## src/rtl/msu_pkg.sv

```systemverilog
package msu_pkg;

    localparam int REQ_BYTES = 4;
    localparam int BUS_BYTES = 2;

    typedef enum logic [1:0] {
        SZ_BYTE = 2'b00,
        SZ_WORD = 2'b01,
        SZ_LONG = 2'b10,
        SZ_RSVD = 2'b11
    } size_e;

    typedef enum logic [2:0] {
        CL_DATA  = 3'd0,
        CL_FETCH = 3'd1,
        CL_STACK = 3'd2,
        CL_TABLE = 3'd3,
        CL_BLOCK = 3'd4,
        CL_MAC   = 3'd5,
        CL_AUX6  = 3'd6,
        CL_AUX7  = 3'd7
    } class_e;

    typedef enum logic {
        ST_IDLE = 1'b0,
        ST_RUN  = 1'b1
    } seq_state_e;

    // byte count of a request or of what remains of it (0..4)
    typedef logic [2:0] bcount_t;

    // one bus cycle of a split request
    typedef struct packed {
        logic       is_word;  // two-byte cycle on both lanes
        logic       lane_hi;  // first byte travels on bits 15:8
        logic [1:0] idx;      // memory-order index of the first byte
    } piece_t;

    function automatic bcount_t size_bytes(input size_e sz);
        case (sz)
            SZ_BYTE: return 3'd1;
            SZ_WORD: return 3'd2;
            default: return 3'd4;
        endcase
    endfunction

    function automatic logic class_needs_even(input class_e cl);
        case (cl)
            CL_FETCH, CL_STACK, CL_TABLE, CL_BLOCK, CL_MAC: return 1'b1;
            default:                                        return 1'b0;
        endcase
    endfunction

    // greedy choice: a word only when aligned and two bytes remain
    function automatic piece_t plan_piece(input logic odd, input bcount_t rem,
                                          input logic [2:0] off);
        piece_t p;
        p.is_word = !odd && (rem >= 3'd2);
        p.lane_hi = !odd;
        p.idx     = off[1:0];
        return p;
    endfunction

    function automatic bcount_t piece_len(input piece_t p);
        return p.is_word ? 3'd2 : 3'd1;
    endfunction

    // memory-order byte k of an n-byte right-aligned big-endian value
    function automatic logic [7:0] pick_byte(input logic [31:0] d, input bcount_t n,
                                             input logic [1:0] k);
        int sh;
        sh = (int'(n) - 1 - int'(k)) * 8;
        if (sh < 0) sh = 0;
        return 8'(d >> sh);
    endfunction

endpackage

```

## src/rtl/msu_fault_check.sv

```systemverilog
module msu_fault_check
    import msu_pkg::*;
(
    input  logic [1:0] size_i,
    input  logic [2:0] class_i,
    input  logic       addr_odd_i,
    output logic       fault_o
);
    size_e  sz;
    class_e cl;
    logic   odd_restricted;
    logic   stack_byte;
    logic   bad_size;

    always_comb begin
        sz             = size_e'(size_i);
        cl             = class_e'(class_i);
        odd_restricted = class_needs_even(cl) && addr_odd_i;
        stack_byte     = (cl == CL_STACK) && (sz == SZ_BYTE);
        bad_size       = (sz == SZ_RSVD);
        fault_o        = odd_restricted || stack_byte || bad_size;
    end
endmodule

```

## src/rtl/msu_sequencer.sv

```systemverilog
module msu_sequencer
    import msu_pkg::*;
#(
    parameter int ADDR_W = 24
) (
    input  logic              clk,
    input  logic              rst,
    input  logic              req_valid_i,
    input  logic              req_write_i,
    input  logic [1:0]        req_size_i,
    input  logic [ADDR_W-1:0] req_addr_i,
    input  logic [31:0]       req_wdata_i,
    input  logic              fault_i,
    input  logic              bus_ack_i,
    output logic              idle_o,
    output logic              accept_o,
    output logic              busy_o,
    output logic              capture_o,
    output logic              write_o,
    output logic [ADDR_W-1:0] cur_addr_o,
    output piece_t            piece_o,
    output bcount_t           nbytes_o,
    output logic [31:0]       wdata_o,
    output logic              done_o,
    output logic              fault_o
);
    seq_state_e        st_q;
    logic [ADDR_W-1:0] base_q;
    logic [2:0]        off_q;
    bcount_t           rem_q;
    bcount_t           n_q;
    logic              write_q;
    logic [31:0]       wdata_q;
    logic              done_q;
    logic              fault_q;

    piece_t  cur_piece;
    bcount_t cur_len;
    logic    take;

    always_comb begin
        cur_addr_o = base_q + ADDR_W'(off_q);
        cur_piece  = plan_piece(cur_addr_o[0], rem_q, off_q);
        cur_len    = piece_len(cur_piece);
        take       = (st_q == ST_IDLE) && req_valid_i;
    end

    always_ff @(posedge clk) begin
        if (rst) begin
            st_q    <= ST_IDLE;
            base_q  <= '0;
            off_q   <= '0;
            rem_q   <= '0;
            n_q     <= '0;
            write_q <= 1'b0;
            wdata_q <= '0;
            done_q  <= 1'b0;
            fault_q <= 1'b0;
        end else begin
            done_q  <= 1'b0;
            fault_q <= 1'b0;
            case (st_q)
                ST_IDLE: begin
                    if (take) begin
                        if (fault_i) begin
                            fault_q <= 1'b1;
                        end else begin
                            st_q    <= ST_RUN;
                            base_q  <= req_addr_i;
                            off_q   <= '0;
                            rem_q   <= size_bytes(size_e'(req_size_i));
                            n_q     <= size_bytes(size_e'(req_size_i));
                            write_q <= req_write_i;
                            wdata_q <= req_wdata_i;
                        end
                    end
                end
                default: begin
                    if (bus_ack_i) begin
                        off_q <= off_q + cur_len;
                        rem_q <= rem_q - cur_len;
                        if (rem_q == cur_len) begin
                            st_q   <= ST_IDLE;
                            done_q <= 1'b1;
                        end
                    end
                end
            endcase
        end
    end

    assign idle_o    = (st_q == ST_IDLE);
    assign accept_o  = take && !fault_i;
    assign busy_o    = (st_q == ST_RUN);
    assign capture_o = busy_o && bus_ack_i && !write_q;
    assign write_o   = write_q;
    assign piece_o   = cur_piece;
    assign nbytes_o  = n_q;
    assign wdata_o   = wdata_q;
    assign done_o    = done_q;
    assign fault_o   = fault_q;
endmodule

```

## src/rtl/msu_lane_steer.sv

```systemverilog
module msu_lane_steer
    import msu_pkg::*;
(
    input  piece_t      piece_i,
    input  bcount_t     nbytes_i,
    input  logic [31:0] wdata_i,
    output logic [1:0]  strb_o,
    output logic [15:0] lanes_o
);
    logic [7:0] first_b;
    logic [7:0] second_b;

    always_comb begin
        first_b  = pick_byte(wdata_i, nbytes_i, piece_i.idx);
        second_b = pick_byte(wdata_i, nbytes_i, piece_i.idx + 2'd1);
        if (piece_i.is_word) begin
            strb_o  = 2'b11;
            lanes_o = {first_b, second_b};
        end else if (piece_i.lane_hi) begin
            strb_o  = 2'b10;
            lanes_o = {first_b, 8'h00};
        end else begin
            strb_o  = 2'b01;
            lanes_o = {8'h00, first_b};
        end
    end
endmodule

```

## src/rtl/msu_read_merge.sv

```systemverilog
module msu_read_merge
    import msu_pkg::*;
(
    input  logic        clk,
    input  logic        rst,
    input  logic        clear_i,
    input  logic        capture_i,
    input  piece_t      piece_i,
    input  bcount_t     nbytes_i,
    input  logic [15:0] lanes_i,
    output logic [31:0] result_o
);
    for (genvar j = 0; j < REQ_BYTES; j++) begin : g_byte
        logic [7:0] byte_q;
        logic [2:0] pos;
        logic       in_range;
        logic       hit_first;
        logic       hit_second;
        logic [7:0] first_lane;

        always_comb begin
            pos        = nbytes_i - 3'd1 - 3'(j);
            in_range   = 3'(j) < nbytes_i;
            hit_first  = in_range && (pos == {1'b0, piece_i.idx});
            hit_second = in_range && piece_i.is_word &&
                         (pos == ({1'b0, piece_i.idx} + 3'd1));
            first_lane = piece_i.lane_hi ? lanes_i[15:8] : lanes_i[7:0];
        end

        always_ff @(posedge clk) begin
            if (rst || clear_i) begin
                byte_q <= 8'h00;
            end else if (capture_i) begin
                if (hit_first)
                    byte_q <= first_lane;
                else if (hit_second)
                    byte_q <= lanes_i[7:0];
            end
        end

        assign result_o[8*j +: 8] = byte_q;
    end
endmodule

```

## src/rtl/misalign_split_unit.sv

```systemverilog
module misalign_split_unit
    import msu_pkg::*;
#(
    parameter int ADDR_W = 24
) (
    input  logic              clk,
    input  logic              rst,
    input  logic              req_valid,
    output logic              req_ready,
    input  logic              req_write,
    input  logic [1:0]        req_size,
    input  logic [2:0]        req_class,
    input  logic [ADDR_W-1:0] req_addr,
    input  logic [31:0]       req_wdata,
    output logic              rsp_done,
    output logic [31:0]       rsp_rdata,
    output logic              align_fault,
    output logic              bus_valid,
    output logic              bus_write,
    output logic [ADDR_W-1:0] bus_addr,
    output logic [1:0]        bus_strb,
    output logic [15:0]       bus_wdata,
    input  logic [15:0]       bus_rdata,
    input  logic              bus_ack
);
    logic        fault_now;
    logic        idle;
    logic        accept;
    logic        busy;
    logic        capture;
    logic        wr;
    piece_t      piece;
    bcount_t     nbytes;
    logic [31:0] wdata_held;

    msu_fault_check u_fault (
        .size_i     (req_size),
        .class_i    (req_class),
        .addr_odd_i (req_addr[0]),
        .fault_o    (fault_now)
    );

    msu_sequencer #(.ADDR_W(ADDR_W)) u_seq (
        .clk         (clk),
        .rst         (rst),
        .req_valid_i (req_valid),
        .req_write_i (req_write),
        .req_size_i  (req_size),
        .req_addr_i  (req_addr),
        .req_wdata_i (req_wdata),
        .fault_i     (fault_now),
        .bus_ack_i   (bus_ack),
        .idle_o      (idle),
        .accept_o    (accept),
        .busy_o      (busy),
        .capture_o   (capture),
        .write_o     (wr),
        .cur_addr_o  (bus_addr),
        .piece_o     (piece),
        .nbytes_o    (nbytes),
        .wdata_o     (wdata_held),
        .done_o      (rsp_done),
        .fault_o     (align_fault)
    );

    msu_lane_steer u_steer (
        .piece_i  (piece),
        .nbytes_i (nbytes),
        .wdata_i  (wdata_held),
        .strb_o   (bus_strb),
        .lanes_o  (bus_wdata)
    );

    msu_read_merge u_merge (
        .clk       (clk),
        .rst       (rst),
        .clear_i   (accept),
        .capture_i (capture),
        .piece_i   (piece),
        .nbytes_i  (nbytes),
        .lanes_i   (bus_rdata),
        .result_o  (rsp_rdata)
    );

    assign req_ready = idle;
    assign bus_valid = busy;
    assign bus_write = wr;
endmodule

```

## config.mk

```make
export PLATFORM = sky130hd
export DESIGN_NAME = misalign_split_unit
export DESIGN_NICKNAME = d
export VERILOG_FILES = /design/src/rtl/msu_pkg.sv /design/src/rtl/msu_fault_check.sv /design/src/rtl/msu_sequencer.sv /design/src/rtl/msu_lane_steer.sv /design/src/rtl/msu_read_merge.sv /design/src/rtl/misalign_split_unit.sv
export SDC_FILE = /design/constraint.sdc
export NUM_CORES = 1
export LEC_CHECK = 0
export BUFFER_PORTS_ARGS = -buffer_cell sky130_fd_sc_hd__buf_4
export CORE_MARGIN = 2
export CORE_UTILIZATION = 48
export DETAILED_ROUTE_END_ITERATION = 7
export GPL_TIMING_DRIVEN = 0
export PLACE_DENSITY = 0.77
export SYNTH_ARGS = -nofsm -noshare
export SYNTH_HDL_FRONTEND = slang
export SYNTH_SLANG_ARGS = --single-unit
```

## constraint.sdc

```tcl
create_clock -name clk -period 2.3 [get_ports clk]
set_input_delay 0.115 -clock clk [delete_from_list [all_inputs] [get_ports clk]]
set_output_delay 0.115 -clock clk [all_outputs]
set_load 0.005 [all_outputs]
```

==> results.md <==
- Run status: finished, violations left
- Failing checks: negative setup slack
- Relative slew slack: 0.497
- HP Class: in2reg
- Dpl cells: 1,004
- Crit-path most repeated cell: o22ai_2
- Post-DR vias/cell: 5.73
- Met1 GRT Util: 0.338
- Busiest grt layer: met2
- Yosys cell types: 50
- Least-Margin Pin Slew: 0.748 ns
- Commonest cells after routing, fill and taps aside: buf_4, nand2_1, dfxtp_1, a21oi_1, nor2_1
- Crit path capture type: primary output
- P_leak: 3.54 nW
- Achievable Freq: 365 MHz
- Via count: 6,041
- Area post-placement: 0.00722 mm^2
- Synth Area in Adders: 0.0497
- Ys async rst share: 0
- Clock root buffer: clkbuf_16
- CP Class: reg2out
- Worst setup margin: -0.438 ns
- Minimum clock period: 2.74 ns
- Share of cells above drive strength 1: 0.427
- Synthesized Nets: 800
- Reg-to-reg slack, setup: 0.05 ns
- First-pass iteration count of the detailed router: 5
- Cells after Synth: 698
- Syn-to-layout area delta: 48.1%
- First-pass GRT wire length: 27.6 mm
- CP delay by family, top: adder cells
- Max_cap viols: 0
- Crit path buffers/inverters: 3
- Worst IR drop on VDD: 0.580 mV
- Chip width: 114 um
- RSZ-0062 raised after global routing: true
- CTS Buf Count: 9
- Met3 GRT Util: 0.0813
- DRT iter0 DRCs: 561
- CP max-delay cell: fa_2
- Tcrit/Tclk final: 1.19
- Post-synthesis cell area: 0.00579 mm^2
- Place WS: -0.533 ns
- All-Layer GR Usage: 0.270
- Detailed placement HPWL: 12.2 mm
- Critical path peak fanout: 5
- Syn_area_per_cell: 8.29 um^2
- Post-DRT Antenna Nets: 0
- Post-synthesis sequential area ratio: 0.349
- Yosys reg bits: 101
- Vias in the first global route: 5,516
- Path depth of the worst reg2reg path: 12
- Antenna cells: 0
- Top FF cell, synth: dfxtp_1
- Final core utilization: 0.719
- Worst-path clk slew: 0.07 ns
- I/O Buffers: 159
- Final setup TNS: -7.98 ns
- Routability cong.: 0.915
- Skew-Pair Late Insertion Delay: 0.35 ns
- Core ar.: 0.0119 mm^2
- Post-Synth Simple-Gate Area: 0.195
- Largest net degree at the start of global routing: 16
- Grt met2 use: 0.436
- Largest family of logic cells by synthesized area: simple AND/OR/NAND/NOR gates
- Row cnt: 40
- Ys Warns: 0
- Worst setup SP type: flop
- Final clock skew: 0.00888 ns
- Finished Cell Area: 0.00857 mm^2
- Remaining DRCs: 0
- Die Y: 114 um
- Finished Layout Cells: 1,055
- WP depth: 9
- Crit path DAT: 2.62 ns
- I/O Pins: 161
- EDFF count, synth: 0
- Fin. max-slew vios: 0
- Xor/xnor share of the synthesized area: 0.0564
- Max clock buf depth: 2
- Initial antenna violation count: 0
- Critical-path cell list: inv_4 > ha_4 > fa_2 > buf_8 > mux2_4 > o22ai_2 > a21o_1 > o22ai_2 > buf_4
- Synth Area in Compound Gates: 0.139
- Worst EP required: 2.18 ns
- Final Hold Fails: 0
- Grt ovf: 0
- Die area: 0.0129 mm^2
- Clock sinks: 101
- CTS tree: built
- Most common cell after layout, fill and taps aside: buf_4
- # nets final: 1,007
- Max incr delay on CP: 0.64 ns
- Power per cell area: 577 mW/mm^2
- H-tree Lvls: 3
- Routed WL: 19.3 mm
- # setup viols final: 33
- Depth of the worst hold-timing path: 3
- Multiplexer share of the synthesized area: 0.164
- Post-DR wirelength/cell: 18.3 um
- Initial Util: 0.486
## Yosys cell counts, types with 4 or more instances
library cell	count	share of area
clkbuf_1	24	0.016
buf_4	4	0.0052
buf_2	10	0.0087
nand3_1	12	0.010
inv_1	22	0.014
mux2_2	56	0.11
ha_1	15	0.032
and3_1	5	0.0054
nand2_1	151	0.098
xor2_1	13	0.020
xnor2_1	16	0.024
mux2i_1	32	0.055
a21oi_1	66	0.057
dfxtp_1	101	0.35
nand4_1	7	0.0076
fa_1	5	0.017
o22ai_1	24	0.026
nor3_1	7	0.0061
o21ai_0	13	0.011
nand2b_1	6	0.0065
a21o_1	9	0.012
nor2_1	59	0.038
## logic make-up (layout without fill, tap and decap cells)
logic type | count (synthesis) | in the layout
and+or+nand+nor | 264 | 264
AOI/OAI and AO/OA | 131 | 131
DFF | 101 | 101
muxes | 88 | 88
buffers and inverters | 62 | 272
xor gates and xnor gates | 32 | 32
adders and majority gates | 20 | 20
## tightest hold or removal path, stage by stage
cell and delay (ns):
buf_4 0.11, nand2_1 0.05, a21oi_1 0.05
## sequential cells by signal, summed over array words and instances (netlist names)
| register | cells |
|---|---|
| u_merge.g_byte.byte_q | 32 |
| u_seq.base_q | 24 |
| u_seq.busy_o | 1 |
| u_seq.done_o | 1 |
| u_seq.fault_o | 1 |
| u_seq.nbytes_o | 3 |
| u_seq.off_q | 3 |
| u_seq.rem_q | 3 |
| u_seq.wdata_o | 32 |
| u_seq.write_o | 1 |
## final timing paths
kind,from,to
worst max-delay path,u_seq.nbytes_o[1],bus_wdata[0]
worst min-delay path,req_addr[21],u_seq.base_q[21]
worst max register to register,u_seq.nbytes_o[0],u_merge.g_byte[2].byte_q[2]
worst min register to register,u_seq.base_q[2],u_seq.base_q[2]
## layer usage
layer  vias up  share of wire
met3        67          0.078
li1       2804              -
met5         -              0
met2       307           0.48
met4         0          0.040
met1      2863           0.41
## area by class of cell
class | instances | area (um^2)
fillers | 840 | 3340
multi-input cells | 535 | 4120
clock inverters | 5 | 77.6
plain buffers | 37 | 231
inverters | 22 | 97.6
clock buffers | 9 | 225
repair buffers | 199 | 1600
well taps | 147 | 184
flip-flops and latches | 101 | 2040
## through the flow
stage	hold slack, ns	total power, mW
after floorplan	0.251	2.59
after global placement	0.364	2.99
after detailed placement	0.372	3.01
after CTS	0.00115	4.77
after global routing	0.00691	5.12
final	0.00770	4.94
## where the power goes
part	leakage (nW)	switching (mW)	total [mW]	internal (mW)
clock network	0.147	0.670	1.61	0.938
registers	0.824	0.0912	1.91	1.82
logic	2.57	0.722	1.42	0.702
## timing repair
action / 4_1_cts / 5_1_grt
pin swaps: 40 / 40
setup endpoints to repair: 70 / 65
resized for setup: 86 / 85
gates cloned: 1 / 0
setup buffers: 28 / 13
hold buffers: 0 / 0
Note: power is estimated with default switching activity, not from simulation.
